## config.mk

```make
export PLATFORM = sky130hd
export DESIGN_NAME = flash_sec_gate
export DESIGN_NICKNAME = d
export VERILOG_FILES = /design/src/rtl/fsg_pkg.sv /design/src/rtl/fsg_hold.sv /design/src/rtl/fsg_rule.sv /design/src/rtl/fsg_lock.sv /design/src/rtl/flash_sec_gate.sv
export SDC_FILE = /design/constraint.sdc
export NUM_CORES = 1
export LEC_CHECK = 0
export ABC_AREA = 1
export BUFFER_PORTS_ARGS = -buffer_cell sky130_fd_sc_hd__buf_2
export CELL_PAD_IN_SITES_DETAIL_PLACEMENT = 1
export CELL_PAD_IN_SITES_GLOBAL_PLACEMENT = 1
export CORE_MARGIN = 3
export CORE_UTILIZATION = 41
export DETAILED_ROUTE_END_ITERATION = 10
export HOLD_SLACK_MARGIN = 0.02
export PLACE_DENSITY_LB_ADDON = 0.1
export SETUP_SLACK_MARGIN = 0.1
export SYNTH_ARGS = -nofsm -noshare
export SYNTH_HDL_FRONTEND = slang
export SYNTH_SLANG_ARGS = --single-unit
```

## constraint.sdc

```tcl
create_clock -name clk -period 3.4 [get_ports clk]
set_input_delay 0.34 -clock clk [delete_from_list [all_inputs] [get_ports clk]]
set_output_delay 0.34 -clock clk [all_outputs]
set_load 0.02 [all_outputs]
```

## src/rtl/fsg_pkg.sv

```systemverilog
`timescale 1ns/1ps
package fsg_pkg;
  typedef enum logic [1:0] {
    OP_PROG  = 2'b00,
    OP_PERASE = 2'b01,
    OP_WHOLE = 2'b10,
    OP_RSVD  = 2'b11
  } fop_e;

  localparam int NSRC = 2;
  localparam int SRC_CPU = 0;
  localparam int SRC_DBG = 1;
endpackage

```

## src/rtl/fsg_hold.sv

```systemverilog
`timescale 1ns/1ps
// One-entry holding slot per source: passes a fresh request straight
// through, keeps it when it is not served in that cycle.
module fsg_hold #(
  parameter int AW = 16
) (
  input  logic          clk,
  input  logic          rst,
  input  logic          in_valid,
  input  logic [1:0]    in_op,
  input  logic [AW-1:0] in_addr,
  input  logic          take,
  output logic          out_valid,
  output logic [1:0]    out_op,
  output logic [AW-1:0] out_addr
);
  logic          slot_v;
  logic [1:0]    slot_op;
  logic [AW-1:0] slot_addr;

  always_comb begin
    out_valid = slot_v | in_valid;
    out_op    = slot_v ? slot_op   : in_op;
    out_addr  = slot_v ? slot_addr : in_addr;
  end

  always_ff @(posedge clk) begin
    if (rst) begin
      slot_v    <= 1'b0;
      slot_op   <= '0;
      slot_addr <= '0;
    end else begin
      slot_v    <= out_valid & ~take;
      slot_op   <= out_op;
      slot_addr <= out_addr;
    end
  end
endmodule

```

## src/rtl/fsg_rule.sv

```systemverilog
`timescale 1ns/1ps
// Permission rule for one source.
module fsg_rule #(
  parameter int PW = 6,
  parameter bit IS_DBG = 1'b0
) (
  input  logic          locked,
  input  logic [1:0]    op,
  input  logic [PW-1:0] page,
  output logic          allow
);
  import fsg_pkg::*;
  logic page0;
  logic shielded_op;

  always_comb begin
    page0       = (page == '0);
    shielded_op = (op == OP_PROG) || (op == OP_PERASE);
    if (op == OP_RSVD)
      allow = 1'b0;
    else if (!locked)
      allow = 1'b1;
    else if (IS_DBG)
      allow = (op == OP_WHOLE);
    else
      allow = !(page0 && shielded_op);
  end
endmodule

```

## src/rtl/fsg_lock.sv

```systemverilog
`timescale 1ns/1ps
// Set-only lock bit; cleared by reset or a finished whole-array erase.
module fsg_lock (
  input  logic clk,
  input  logic rst,
  input  logic set_req,
  input  logic wipe_done,
  output logic locked
);
  always_ff @(posedge clk) begin
    if (rst)
      locked <= 1'b0;
    else if (set_req)
      locked <= 1'b1;
    else if (wipe_done)
      locked <= 1'b0;
  end
endmodule

```

## src/rtl/flash_sec_gate.sv

```systemverilog
`timescale 1ns/1ps
module flash_sec_gate #(
  parameter int ADDR_W     = 16,
  parameter int PAGE_BYTES = 1024
) (
  input  logic              clk,
  input  logic              rst,
  input  logic              lock_set,
  input  logic              cpu_valid,
  input  logic [1:0]        cpu_op,
  input  logic [ADDR_W-1:0] cpu_addr,
  input  logic              dbg_valid,
  input  logic [1:0]        dbg_op,
  input  logic [ADDR_W-1:0] dbg_addr,
  output logic              cpu_grant,
  output logic              cpu_reject,
  output logic              dbg_grant,
  output logic              dbg_reject,
  output logic              cpu_viol,
  output logic              dbg_viol,
  output logic              locked,
  output logic              fc_start,
  output logic [1:0]        fc_op,
  output logic [ADDR_W-1:0] fc_addr,
  input  logic              fc_done
);
  import fsg_pkg::*;

  localparam int OFS_W = $clog2(PAGE_BYTES);
  localparam int PG_W  = ADDR_W - OFS_W;

  logic [NSRC-1:0]             in_v;
  logic [NSRC-1:0][1:0]        in_op;
  logic [NSRC-1:0][ADDR_W-1:0] in_addr;
  logic [NSRC-1:0]             h_v;
  logic [NSRC-1:0][1:0]        h_op;
  logic [NSRC-1:0][ADDR_W-1:0] h_addr;
  logic [NSRC-1:0]             serve;
  logic [NSRC-1:0]             ok;

  logic busy, busy_whole, go;
  logic [1:0]        sel_op;
  logic [ADDR_W-1:0] sel_addr;

  assign in_v[SRC_CPU]    = cpu_valid;
  assign in_op[SRC_CPU]   = cpu_op;
  assign in_addr[SRC_CPU] = cpu_addr;
  assign in_v[SRC_DBG]    = dbg_valid;
  assign in_op[SRC_DBG]   = dbg_op;
  assign in_addr[SRC_DBG] = dbg_addr;

  // Fixed priority: processor ahead of debug port, nothing while busy.
  always_comb begin
    serve[SRC_CPU] = !busy && h_v[SRC_CPU];
    serve[SRC_DBG] = !busy && h_v[SRC_DBG] && !h_v[SRC_CPU];
    sel_op   = serve[SRC_CPU] ? h_op[SRC_CPU]   : h_op[SRC_DBG];
    sel_addr = serve[SRC_CPU] ? h_addr[SRC_CPU] : h_addr[SRC_DBG];
    go       = |(serve & ok);
  end

  for (genvar g = 0; g < NSRC; g++) begin : g_src
    fsg_hold #(.AW(ADDR_W)) u_hold (
      .clk      (clk),
      .rst      (rst),
      .in_valid (in_v[g]),
      .in_op    (in_op[g]),
      .in_addr  (in_addr[g]),
      .take     (serve[g]),
      .out_valid(h_v[g]),
      .out_op   (h_op[g]),
      .out_addr (h_addr[g])
    );
    fsg_rule #(.PW(PG_W), .IS_DBG(g == SRC_DBG)) u_rule (
      .locked(locked),
      .op    (h_op[g]),
      .page  (h_addr[g][ADDR_W-1:OFS_W]),
      .allow (ok[g])
    );
  end

  fsg_lock u_lock (
    .clk      (clk),
    .rst      (rst),
    .set_req  (lock_set),
    .wipe_done(fc_done && busy && busy_whole),
    .locked   (locked)
  );

  always_ff @(posedge clk) begin
    if (rst) begin
      cpu_grant  <= 1'b0;
      cpu_reject <= 1'b0;
      dbg_grant  <= 1'b0;
      dbg_reject <= 1'b0;
      cpu_viol   <= 1'b0;
      dbg_viol   <= 1'b0;
      fc_start   <= 1'b0;
      fc_op      <= '0;
      fc_addr    <= '0;
      busy       <= 1'b0;
      busy_whole <= 1'b0;
    end else begin
      cpu_grant  <= serve[SRC_CPU] &  ok[SRC_CPU];
      cpu_reject <= serve[SRC_CPU] & ~ok[SRC_CPU];
      dbg_grant  <= serve[SRC_DBG] &  ok[SRC_DBG];
      dbg_reject <= serve[SRC_DBG] & ~ok[SRC_DBG];
      cpu_viol   <= cpu_viol | (serve[SRC_CPU] & ~ok[SRC_CPU]);
      dbg_viol   <= dbg_viol | (serve[SRC_DBG] & ~ok[SRC_DBG]);
      fc_start   <= go;
      if (go) begin
        fc_op      <= sel_op;
        fc_addr    <= sel_addr;
        busy       <= 1'b1;
        busy_whole <= (sel_op == OP_WHOLE);
      end else if (fc_done) begin
        busy       <= 1'b0;
        busy_whole <= 1'b0;
      end
    end
  end
endmodule

```

**After elaboration in Yosys (flattened, before gate mapping)**

Cells that the tools add are included.

- Bits in writable memories: 0
- Memories: 0
- Logic and storage cells: 68
- Bits in latches: 0
- Bits in registers: 66
- Bits of input ports: 42
- Memory bits (read-only): 0

- Reduce and logical (&&, ||, !) cells: 15
- $lt $le $gt $ge: 0
- Div/mod/pow operators: 0
- Add/subtract/negate cells: 0
- Shift-type cells: 0
- Bitwise operators: 15
- Equality and inequality tests: 5
- $mul: 0
- Multiplexer cells: 15

Operators by type and width:

| cell | number |
|---|---|
| 16-bit 2-to-1 mux | 3 |
| 1-bit 2-to-1 mux | 9 |
| 2-bit equality test (second input constant) | 4 |
| 1-bit bitwise AND | 6 |
| 1-bit logical AND | 6 |
| 6-bit zero test | 1 |
| 2-bit 2-to-1 mux | 3 |
| 1-bit NOT | 4 |
| 1-bit OR | 4 |
| 2-bit nonzero test | 2 |
| 1-bit zero test | 3 |
| 2-bit bitwise AND | 1 |
| 2-bit by 1-bit equality test with 1-bit output (second input constant) | 1 |
| 2-bit zero test | 1 |
| 2-bit OR reduction | 1 |
| 1-bit logical OR | 1 |

**Logic depth before layout (Yosys ltp)**

Gate-level depths: netlist (run 1).

- Depth in word-level cells: 10
- Mapped depth: 12
- Mapped depth without buffers: 11

**Hierarchy**

A second synthesis (run 1) with hierarchy kept.

- Cell total of the unflattened synthesis: 506
- Area total of the unflattened synthesis: 3155.5 µm²

By module, submodules not included:

| module | instances | area an instance (µm²) | cells an instance | sequential area each (µm²) |
|---|---|---|---|---|
| fsg_hold | 2 | 920.9 | 154 | 380.4 |
| flash_sec_gate | 1 | 1209.9 | 176 | 540.5 |
| fsg_rule at g_src[0].u_rule | 1 | 41.3 | 11 | 0.0 |
| fsg_lock | 1 | 40.0 | 5 | 20.0 |
| fsg_rule at g_src[1].u_rule | 1 | 22.5 | 6 | 0.0 |

**Worst setup path before layout (run 1)**

OpenSTA, ideal clock, no wires.

- Path type: reg2reg
- Start: register g_src[0].u_hold.slot_v
- End: register fc_addr[10]
- Stages on the path, launching flop included: 11
- Setup time: 0.113 ns
- Arrival time: 1.381 ns
- Data required time: 3.287 ns
- Setup slack: 1.906 ns
- Cells stage by stage: dfxtp_1 -> buf_4 -> nor2_4 -> nand2_1 -> nor2_2 -> o211ai_4 -> nand2_4 -> inv_6 -> buf_6 -> nor2_1 -> nor2_1

- Word-level cells in the longest chain between the ends: 9

Ends and longest elaborated chain:

| element | line | RTL |
|---|---|---|
| start, declared | fsg_hold.sv:17 | `logic slot_v;` |
| start signal, assigned | fsg_hold.sv:33 | `slot_v <= out_valid & ~take;` |
| 2-bit 2-to-1 mux | fsg_hold.sv:23 | `out_op = slot_v ? slot_op : in_op;` |
| 2-bit by 1-bit equality test with 1-bit output or 2-bit zero test (tied branches) | fsg_rule.sv:18 | `shielded_op = (op == OP_PROG) \|\| (op == OP_PERASE);` |
| 1-bit logical OR | fsg_rule.sv:18 |  |
| 1-bit logical AND | fsg_rule.sv:26 | `allow = !(page0 && shielded_op);` |
| 1-bit zero test | fsg_rule.sv:26 |  |
| 1-bit 2-to-1 mux | fsg_rule.sv:21 | `else if (!locked)` |
| 1-bit 2-to-1 mux | fsg_rule.sv:19 | `if (op == OP_RSVD)` |
| 2-bit bitwise AND | flash_sec_gate.sv:58 | `go = \|(serve & ok);` |
| 2-bit OR reduction | flash_sec_gate.sv:58 |  |
| end signal, assigned | flash_sec_gate.sv:112 | `fc_addr <= sel_addr;` |
| end, declared | flash_sec_gate.sv:24 | `output logic [ADDR_W-1:0] fc_addr,` |

Several ways; a longest one is shown, not always the timed one.
A chain may end at the register's enable or synchronous reset.

**Worst setup path after layout (run 1)**

- Start: register g_src[1].u_hold.slot_v
- End: register fc_addr[0]

- Word-level cells in the longest chain between the ends: 6

Ends and longest elaborated chain:

| element | line | RTL |
|---|---|---|
| start, declared | fsg_hold.sv:17 |  |
| start signal, assigned | fsg_hold.sv:33 |  |
| 2-bit 2-to-1 mux | fsg_hold.sv:23 |  |
| 2-bit equality test | fsg_rule.sv:24 | `allow = (op == OP_WHOLE);` |
| 1-bit 2-to-1 mux | fsg_rule.sv:21 |  |
| 1-bit 2-to-1 mux | fsg_rule.sv:19 |  |
| 2-bit bitwise AND | flash_sec_gate.sv:58 |  |
| 2-bit OR reduction | flash_sec_gate.sv:58 |  |

Several ways; a longest one is shown, not always the timed one.

==> results.sh, run 1 <==
export IMPL_ir_worst_vdd_v=0.0003703
export IMPL_cts_root_buf="clkbuf_8"
export IMPL_mostFrequentLayoutCells="79 x nor2_1, 67 x buf_2, 66 x dfxtp_1"
export IMPL_synth_top_area_share_pct=48.18
export IMPL_syn_nets=378
export IMPL_layout_commonest_cell="nor2_1"
export IMPL_io_pins=68
export IMPL_fmax_mhz=472.9
export IMPL_post_cts_buffers=0
export IMPL_clk_path_buf_depth=2
export IMPL_power_frac_comb_pct=19.5
export IMPL_cts_htree_levels=3
export IMPL_worstPathArrival_ns=2.40
export IMPL_antenna_found_initial=0
export IMPL_grt_pass1_vias=2392
export IMPL_setup_slack_ns=1.285
export IMPL_required_ns=3.68
export IMPL_finalSetupViolCount=0
export IMPL_num_antenna_cells=0
export IMPL_hold_viol_final=0
export IMPL_start_util_pct=42.70
export IMPL_status="completed"
export IMPL_seqPwrFrac_pct=44.1
export IMPL_ys_ff_latch=66
export IMPL_p_leak_nw=1.637
export IMPL_power_frac_clock_pct=36.4
export IMPL_postCtsHoldBufs=0
export IMPL_grt_pass1_wl_um=11520
export IMPL_crit_start="g_src[1].u_hold.slot_v$_SDFF_PP0_"
export IMPL_gr_total_overflow=0
export IMPL_slew_headroom_pct=58.95
export IMPL_timing_final_crit_share_pct=62.19
export IMPL_clock_skew_final_ns=0.007905
export IMPL_rsz0062_at_grt="no"
export IMPL_dieArea_um2=7707
export IMPL_synth_area_um2=2743
export IMPL_drt_total_wl_um=6994
export IMPL_cp_max_fo=19
export IMPL_finalCriticalPeriod_ns=2.115
export IMPL_crit_type="register to register"
export IMPL_avgSynthCellArea_um2=8.163
export IMPL_syn_to_final_growth_pct=21.85
export IMPL_drc=0
export IMPL_nNetsFinal=444
export IMPL_maxCapViolations=0
export IMPL_die_x_um=87.79
export IMPL_grt_usage_pct=19.57
export IMPL_fp_dieH_um=87.79
export IMPL_rows=29
export IMPL_end_kind="register"
export IMPL_via_per_inst=4.876
export IMPL_p_int_mw=1.424
export IMPL_synth_area_leaders="dfxtp_1 48%, mux2i_1 13%, nor2_1 11%"
export IMPL_avgRoutedWirePerCell_um=14.45
export IMPL_worstMarginPinSlew_ns=0.6151
export IMPL_power_density_nw_per_um2=600.5
export IMPL_critPathLaunchType="register"
export IMPL_firstDrtPassIters=4
export IMPL_gp_congestion=0.7244
export IMPL_vias=2360
export IMPL_numPortBuffers=67
export IMPL_drt_iter0_drc=67
export IMPL_yosysWarnings=0
export IMPL_ys_seq_area_share_pct=48.18
export IMPL_grt_max_degree=50
export IMPL_clock_sink_count=66
export IMPL_swShare_pct=29.06
export IMPL_maxSlewViolCount=0
export IMPL_core_um2=6422
export IMPL_clkTransAtPathRegs_ns=0.08
export IMPL_hold_class="input pin to register"
export IMPL_cts_buffers=9
export IMPL_cts_tree="done"
export IMPL_ys_types=23
export IMPL_dp_hpwl_um=4988
export IMPL_antenna_left=0
export IMPL_synth_cells=336
export IMPL_p_switching_mw=0.5831
export IMPL_reg2reg_from="g_src[1].u_hold.slot_v$_SDFF_PP0_"
export IMPL_tns_ns=0
export IMPL_clk_latency_ns=0.34
export IMPL_dp_slack_ns=1.273
export IMPL_drive_gt1_share_pct=23.10
export IMPL_hold_start="lock_set"
export IMPL_p_total_mw=2.007
export IMPL_synth_area_leader_cell="dfxtp_1"
export IMPL_nFillCells=820
export IMPL_whs_ns=0.2440
export IMPL_cts_resized_gates=0
[final timing paths]
path,to,slack [ns],cells after the start
max,fc_addr[0]$_SDFFE_PP0P_,1.29,8
min,u_lock.locked$_SDFFE_PP0P_,0.24,3
max reg2reg,fc_addr[0]$_SDFFE_PP0P_,1.29,8
min reg2reg,dbg_viol$_SDFF_PP0_,0.46,2
[flip-flops by register name (all words and copies together), names as in the netlist, 2 cells and up]
signal                  count
fc_op                       2
g_src.u_hold.slot_addr     32
fc_addr                    16
g_src.u_hold.slot_v         2
g_src.u_hold.slot_op        4
[cell type report]
cell class	count	area, µm²	share of cell area (%)
Multi-Input combinational cell	230	1245	37.25
Clock inverter	5	77.57	2.321
Timing Repair Buffer	71	365.4	10.93
Clock buffer	11	141.4	4.231
Tap cell	77	96.34	2.883
Inverter	24	95.09	2.845
Sequential cell	66	1321	39.54
[power groups by stage]
stage / Sequential (mW) / Combinational [mW] / Clock [mW]
2_1_floorplan: 0.935 / 0.236 / 0
3_3_place_gp: 0.902 / 0.382 / 0
3_5_place_dp: 0.903 / 0.394 / 0
4_1_cts: 0.886 / 0.398 / 0.751
5_1_grt: 0.893 / 0.442 / 0.786
6_report: 0.886 / 0.390 / 0.731
[worst max-delay path, cell delays in order, from the launching register on]
cell,delay (ns)
dfxtp_1,0.71
inv_1,0.14
nand2_1,0.11
nand2_2,0.08
o211ai_4,0.51
nand2_4,0.16
inv_6,0.17
nor2_1,0.07
nor2_1,0.10
[synthesized netlist by cell type, drive strengths merged]
cell / instances
a21oi: 6
buf: 10
clkbuf: 6
dfxtp: 66
inv: 24
mux2i: 36
nand2: 66
nand3: 9
nand3b: 16
nor2: 82
nor3: 2
o211ai: 1
o21ai: 11
o31ai: 1
[routing by layer]
layer | global-route usage [%] | up-vias | share of wire [%]
met2 | 31.23 | 48 | 46
met5 | 0 | - | 0
met4 | 6.695 | 0 | 1.4
met1 | 25.46 | 1105 | 48
met3 | 5.456 | 11 | 4.6
li1 | - | 1196 | -
[cells by family (layout without fill, tap and decap cells)]
kind of cell | after synthesis | in the layout | synth area share [%]
and+or+nand+nor | 175 | 175 | 28.10
DFF | 66 | 66 | 48.18
buffers and inverters | 40 | 111 | 6.432
muxes | 36 | 36 | 13.14
AOI/OAI and AO/OA | 19 | 19 | 4.151
[per-stage QoR]
| step | std cells | cell area (µm²) | util (%) |
|---|---|---|---|
| 2_1_floorplan | 336 | 2743 | - |
| 3_3_place_gp | 468 | 3123 | 48.63 |
| 3_5_place_dp | 468 | 3123 | 48.63 |
| 4_1_cts | 484 | 3342 | 52.04 |
| 5_1_grt | 484 | 3342 | 52.04 |
| 6_report | 484 | 3342 | 52.04 |
(Power assumes the default switching activity.)
==> run 2: changes to the inputs <==
Settings changed: CORE_UTILIZATION 41 to 34.
Clock period 3.4 ns to 1.85 ns, I/O delays scaled along.
==> run 2 against run 1 <==
  * Final area grew 4.4%
  * Largest cell class unchanged
  * Wire length grew 1.3%
  * Critical endpoint is now fc_addr[12]$_SDFFE_PP0P_
  * Worst setup slack lost 1.0 ns
==> results.sh, run 2 (synthesis gave the netlist of run 1 again) <==
export IMPL_grt_pass1_wl_um=11440
export IMPL_multi_input_area_um2=1245
export IMPL_fp_dieH_um=95.82
export IMPL_drt_total_wl_um=7088
export IMPL_cts_buffers=9
export IMPL_clkTransAtPathRegs_ns=0.07
export IMPL_end_kind="register"
export IMPL_postCtsHoldBufs=0
export IMPL_clock_sink_count=66
export IMPL_crit_end="fc_addr[12]$_SDFFE_PP0P_"
export IMPL_grt_pass1_vias=2363
export IMPL_worstPathArrival_ns=1.84
export IMPL_maxCapViolations=0
export IMPL_hold_viol_final=0
export IMPL_nNetsFinal=456
export IMPL_cts_root_buf="clkbuf_8"
export IMPL_maxSlewViolCount=0
export IMPL_gp_congestion=0.8037
export IMPL_drc=0
export IMPL_syn_to_final_growth_pct=27.19
export IMPL_largest_register="g_src.u_hold.slot_addr"
export IMPL_cp_max_fo=17
export IMPL_timing_final_crit_share_pct=84.98
export IMPL_use_met1_pct=21.65
export IMPL_whs_ns=0.08975
export IMPL_reg_top3="g_src.u_hold.slot_addr (32), fc_addr (16), g_src.u_hold.slot_op (4)"
export IMPL_rows=32
export IMPL_finish_utilization_pct=44.91
export IMPL_grt_usage_pct=16.51
export IMPL_fmax_mhz=636.1
export IMPL_grt_use_met3_pct=5.473
export IMPL_reg2reg_from="g_src[0].u_hold.slot_v$_SDFF_PP0_"
export IMPL_crit_start="g_src[0].u_hold.slot_v$_SDFF_PP0_"
export IMPL_grt_max_degree=49
export IMPL_required_ns=2.12
export IMPL_clk_path_buf_depth=2
export IMPL_grt_use_met2_pct=25.94
export IMPL_largest_reg_flops=32
export IMPL_r2r_cells=11
export IMPL_core_um2=7767
export IMPL_avgRoutedWirePerCell_um=13.60
export IMPL_p_leak_nw=1.698
export IMPL_die_x_um=95.82
export IMPL_clock_skew_final_ns=0.008559
export IMPL_clk_latency_ns=0.34
export IMPL_dp_hpwl_um=5047
export IMPL_drive_gt1_share_pct=26.01
export IMPL_drt_iter0_drc=54
export IMPL_tns_ns=0
export IMPL_mostFrequentLayoutCells="79 x nor2_1, 67 x buf_2, 65 x dfxtp_1"
export IMPL_power_density_nw_per_um2=1064
export IMPL_io_pins=68
export IMPL_status="completed"
export IMPL_firstDrtPassIters=4
export IMPL_finalCriticalPeriod_ns=1.572
export IMPL_register_area_um2=1323
export IMPL_vias=2395
export IMPL_start_util_pct=35.31
export IMPL_via_per_inst=4.597
export IMPL_crit_type="register to register"
export IMPL_ir_worst_vdd_v=0.0006362
export IMPL_grt_busiest_layer="met2"
export IMPL_dieArea_um2=9181
export IMPL_rsz0062_at_grt="no"
export IMPL_critPathLaunchType="register"
export IMPL_num_antenna_cells=0
export IMPL_worstReg2RegEnd="fc_addr[12]$_SDFFE_PP0P_"
export IMPL_antenna_found_initial=0
export IMPL_finalSetupViolCount=0
export IMPL_hold_class="input pin to register"
export IMPL_antenna_left=0
export IMPL_layout_commonest_cell="nor2_1"
export IMPL_gr_total_overflow=0
export IMPL_cts_htree_levels=3
export IMPL_slew_headroom_pct=57.93
export IMPL_reg2reg_setup_slack_ns=0.28
export IMPL_worstMarginPinSlew_ns=0.6304
export IMPL_cts_tree="done"
export IMPL_nFillCells=975
export IMPL_numPortBuffers=67
-- run 2: worst min-delay path by stage --
stage             start                    endpoint  slack [ns]  depth (start not counted)
2_1_floorplan  lock_set  u_lock.locked$_SDFFE_PP0P_        0.32                          2
3_3_place_gp   lock_set  u_lock.locked$_SDFFE_PP0P_        0.43                          3
3_5_place_dp   lock_set  u_lock.locked$_SDFFE_PP0P_        0.44                          3
4_1_cts        lock_set  u_lock.locked$_SDFFE_PP0P_        0.08                          3
5_1_grt        lock_set  u_lock.locked$_SDFFE_PP0P_        0.09                          3
6_report       lock_set  u_lock.locked$_SDFFE_PP0P_        0.09                          3
-- run 2: layout make-up --
cell class	count	share of cell area (%)
tap	102	3.659
clock inverter	3	1.291
multi-input combinational	230	35.69
timing repair buffer	83	13.52
clock buffer	13	5.129
inverter	24	2.798
sequential	66	37.91
-- run 2: where the power goes --
part | internal (mW) | total (mW) | switching (mW)
logic | 0.309 | 0.770 | 0.462
registers | 1.56 | 1.62 | 0.0607
clock network | 0.770 | 1.32 | 0.553
total | 2.63 | 3.71 | 1.08
-- run 2: worst max-delay path: stages, from the launching register on --
cell and delay, ns:
dfxtp_2 0.36, buf_12 0.14, nand2_1 0.08, nand2_1 0.11
nand2_1 0.07, nor2_1 0.10, nand2_1 0.11, nand3_4 0.13
nand2_4 0.11, inv_8 0.13, nor2_1 0.05, nor2_1 0.10
-- run 2: layer usage --
metal	up-vias	routed length [µm]
li1	1217	-
met1	1116	3449
met2	54	3159
met3	8	404
met4	0	75
met5	-	0
-- run 2: what timing repair did --
action	CTS	global route
resized for setup	0	4
buffers inserted	0	6
endpoints found under the setup margin	0	21
-- run 2: per-stage QoR --
stage	total power [mW]	worst slack (ns)	instance area [µm²]	cells
6_report	3.711	0.2779	3488	521
5_1_grt	3.927	0.1133	3488	521
4_1_cts	3.738	0.1114	3436	515
3_5_place_dp	2.402	0.1455	3212	499
3_3_place_gp	2.392	0.1800	3212	499
2_1_floorplan	2.153	0.3560	2743	336
==> run 3: changes to the inputs <==
Clock period 1.85 ns to 1.4 ns, I/O delays scaled along.
==> run 3 against run 2 <==
  * The run now ends with negative setup slack left
  * Register-to-register slack worse by 0.51 ns
  * Utilization grew 7.4 points
  * Worst setup slack worse by 0.51 ns
  * Global-route usage increased by 2.6 points
  * First-iteration DRC count grew 59%
  * Sequential power rose by 32%
  * Flip-flop and latch count did not move
  * Final area rose by 16%
  * Final cell count grew 9.4%
  * Combinational power is 75% higher
  * Critical path type unchanged
  * Critical endpoint is now fc_addr[10]$_SDFFE_PP0P_
  * Highest routed layer unchanged
==> results.sh, run 3 (synthesis gave the netlist of run 1 again) <==
export IMPL_status="complete, but fails checks"
export IMPL_violations="negative setup slack"
export IMPL_dp_hpwl_um=5343
export IMPL_avgRoutedWirePerCell_um=15.83
export IMPL_start_util_pct=35.31
export IMPL_fmax_mhz=613.8
export IMPL_numPortBuffers=67
export IMPL_crit_type="register to register"
export IMPL_required_ns=1.64
export IMPL_io_pins=68
export IMPL_timing_final_crit_share_pct=116.4
export IMPL_worstPathArrival_ns=1.87
export IMPL_power_density_nw_per_um2=1218
export IMPL_drt_iter0_drc=86
export IMPL_reg_top3="g_src.u_hold.slot_addr (32), fc_addr (16), g_src.u_hold.slot_op (4)"
export IMPL_hold_viol_final=0
export IMPL_whs_ns=0.05155
export IMPL_dp_slack_ns=-0.1915
export IMPL_clock_sink_count=66
export IMPL_clk_path_buf_depth=2
export IMPL_grt_max_degree=24
export IMPL_cts_buffers=9
export IMPL_worstPathCellList="buf_12, nand2_4, nand2_2, nand2_2, nor2_2, nand2_2, nand3_4, buf_2, nand3b_1, nand2_1, nor2_1"
export IMPL_worst_path_buf_inv=2
export IMPL_num_antenna_cells=0
export IMPL_fp_dieH_um=95.82
export IMPL_hold_class="input pin to register"
export IMPL_worstMarginPinSlew_ns=0.3629
export IMPL_largest_reg_flops=32
export IMPL_rsz0062_at_grt="yes"
export IMPL_dieArea_um2=9181
export IMPL_finalCriticalPeriod_ns=1.629
export IMPL_cts_tree="done"
export IMPL_p_leak_nw=1.978
export IMPL_crit_family="simple AND/OR/NAND/NOR gates"
export IMPL_slowest_delay_ns=0.41
export IMPL_slew_headroom_pct=75.55
export IMPL_cts_root_buf="clkbuf_8"
export IMPL_ir_worst_vdd_v=0.0004600
export IMPL_nNetsFinal=506
export IMPL_tns_ns=-3.926
export IMPL_clock_skew_final_ns=0.01085
export IMPL_drive_gt1_share_pct=42.52
export IMPL_antenna_left=0
export IMPL_clkTransAtPathRegs_ns=0.07
export IMPL_grt_pass1_vias=2727
export IMPL_p_total_mw=4.950
export IMPL_worst_path_most_repeated_cell="nand2_2"
export IMPL_grt_pass1_wl_um=13250
export IMPL_finalSetupViolCount=27
export IMPL_cts_htree_levels=3
export IMPL_maxCapViolations=0
export IMPL_antenna_found_initial=0
export IMPL_gr_total_overflow=0
export IMPL_drc=0
export IMPL_fin_cells=570
export IMPL_nFillCells=962
export IMPL_end_kind="register"
export IMPL_mostFrequentLayoutCells="68 x buf_2, 65 x nor2_1, 64 x dfxtp_1"
export IMPL_firstDrtPassIters=4
export IMPL_via_per_inst=4.737
export IMPL_largest_register="g_src.u_hold.slot_addr"
export IMPL_critPathLaunchType="register"
export IMPL_layout_commonest_cell="buf_2"
export IMPL_cp_slowest_cell="dfxtp_4"
export IMPL_clk_latency_ns=0.34
export IMPL_dp_cells=523
export IMPL_rows=32
export IMPL_drt_total_wl_um=9024
export IMPL_cp_max_fo=5
export IMPL_setup_slack_ns=-0.2293
export IMPL_die_x_um=95.82
export IMPL_maxSlewViolCount=0
export IMPL_gp_congestion=0.7421
export IMPL_core_um2=7767
export IMPL_vias=2700
export IMPL_grt_usage_pct=19.14
export IMPL_syn_to_final_growth_pct=48.18
## run 3: cell types whose count changed in the layout (fill, tap and decap cells not counted), sizes merged
cell,previous run,this run
clkbuf,13,12
dlygate4sd3,0,1
inv,24,25
bufinv,1,0
clkinvlp,2,0
buf,83,131
clkinv,0,3
## run 3: layout make-up
| type | instances | area, µm² | share of cell area, % |
|---|---|---|---|
| multi-input combinational | 230 | 1438 | 35.38 |
| clock buffer | 12 | 155.1 | 3.818 |
| clock inverter | 3 | 15.01 | 0.3695 |
| tap | 102 | 127.6 | 3.140 |
| sequential | 66 | 1326 | 32.64 |
| timing repair inverter | 1 | 8.758 | 0.2155 |
| inverter | 24 | 107.6 | 2.648 |
| timing repair buffer | 132 | 885.9 | 21.80 |
## run 3: what timing repair did
item,4_1_cts,5_1_grt
buffers inserted,25,7
cloned,1,2
endpoints found under the hold margin,1,0
pin swaps,8,18
endpoints found under the setup margin,25,31
hold buffers,1,0
resized for setup,33,47
## run 3: layer usage
metal | routed length (µm) | up-vias | GRT usage (%)
met1 | 3919 | 1299 | 23.27
met5 | 0 | - | 0
met4 | 153 | 0 | 8.294
met3 | 438 | 16 | 3.362
met2 | 4512 | 67 | 33.01
li1 | - | 1318 | -
## run 3: power breakdown
group | switching, mW | total (mW) | leakage (nW) | internal (mW)
registers | 0.0847 | 2.14 | 0.548 | 2.06
clock network | 0.737 | 1.46 | 0.0920 | 0.722
logic | 0.766 | 1.35 | 1.34 | 0.585
total | 1.59 | 4.95 | 1.98 | 3.36
## run 3: path summary, 6_finish.rpt
kind	depth (start not counted)	endpoint	from	slack [ns]
hold reg to reg	2	cpu_viol$_SDFF_PP0_	cpu_viol$_SDFF_PP0_	0.45
hold / removal	3	g_src[1].u_hold.slot_addr[14]$_SDFF_PP0_	dbg_addr[14]	0.05
setup / recovery	11	fc_addr[10]$_SDFFE_PP0P_	g_src[0].u_hold.slot_v$_SDFF_PP0_	-0.23
setup reg to reg	11	fc_addr[10]$_SDFFE_PP0P_	g_src[0].u_hold.slot_v$_SDFF_PP0_	-0.23
## run 3: through the flow
step                cell area (µm²)  util, %
floorplan                      2756        -
global placement               3400    43.77
detailed placement             3400    43.77
CTS                            3867    49.79
global route                   4064    52.32
finish                         4064    52.32
## run 3: worst min-delay path, delay by kind of cell
| family | cells | cell delay [ns] |
|---|---|---|
| buffers and inverters | 1 | 0.07 |
| multiplexers | 1 | 0.07 |
| AND/OR/NAND/NOR | 1 | 0.08 |
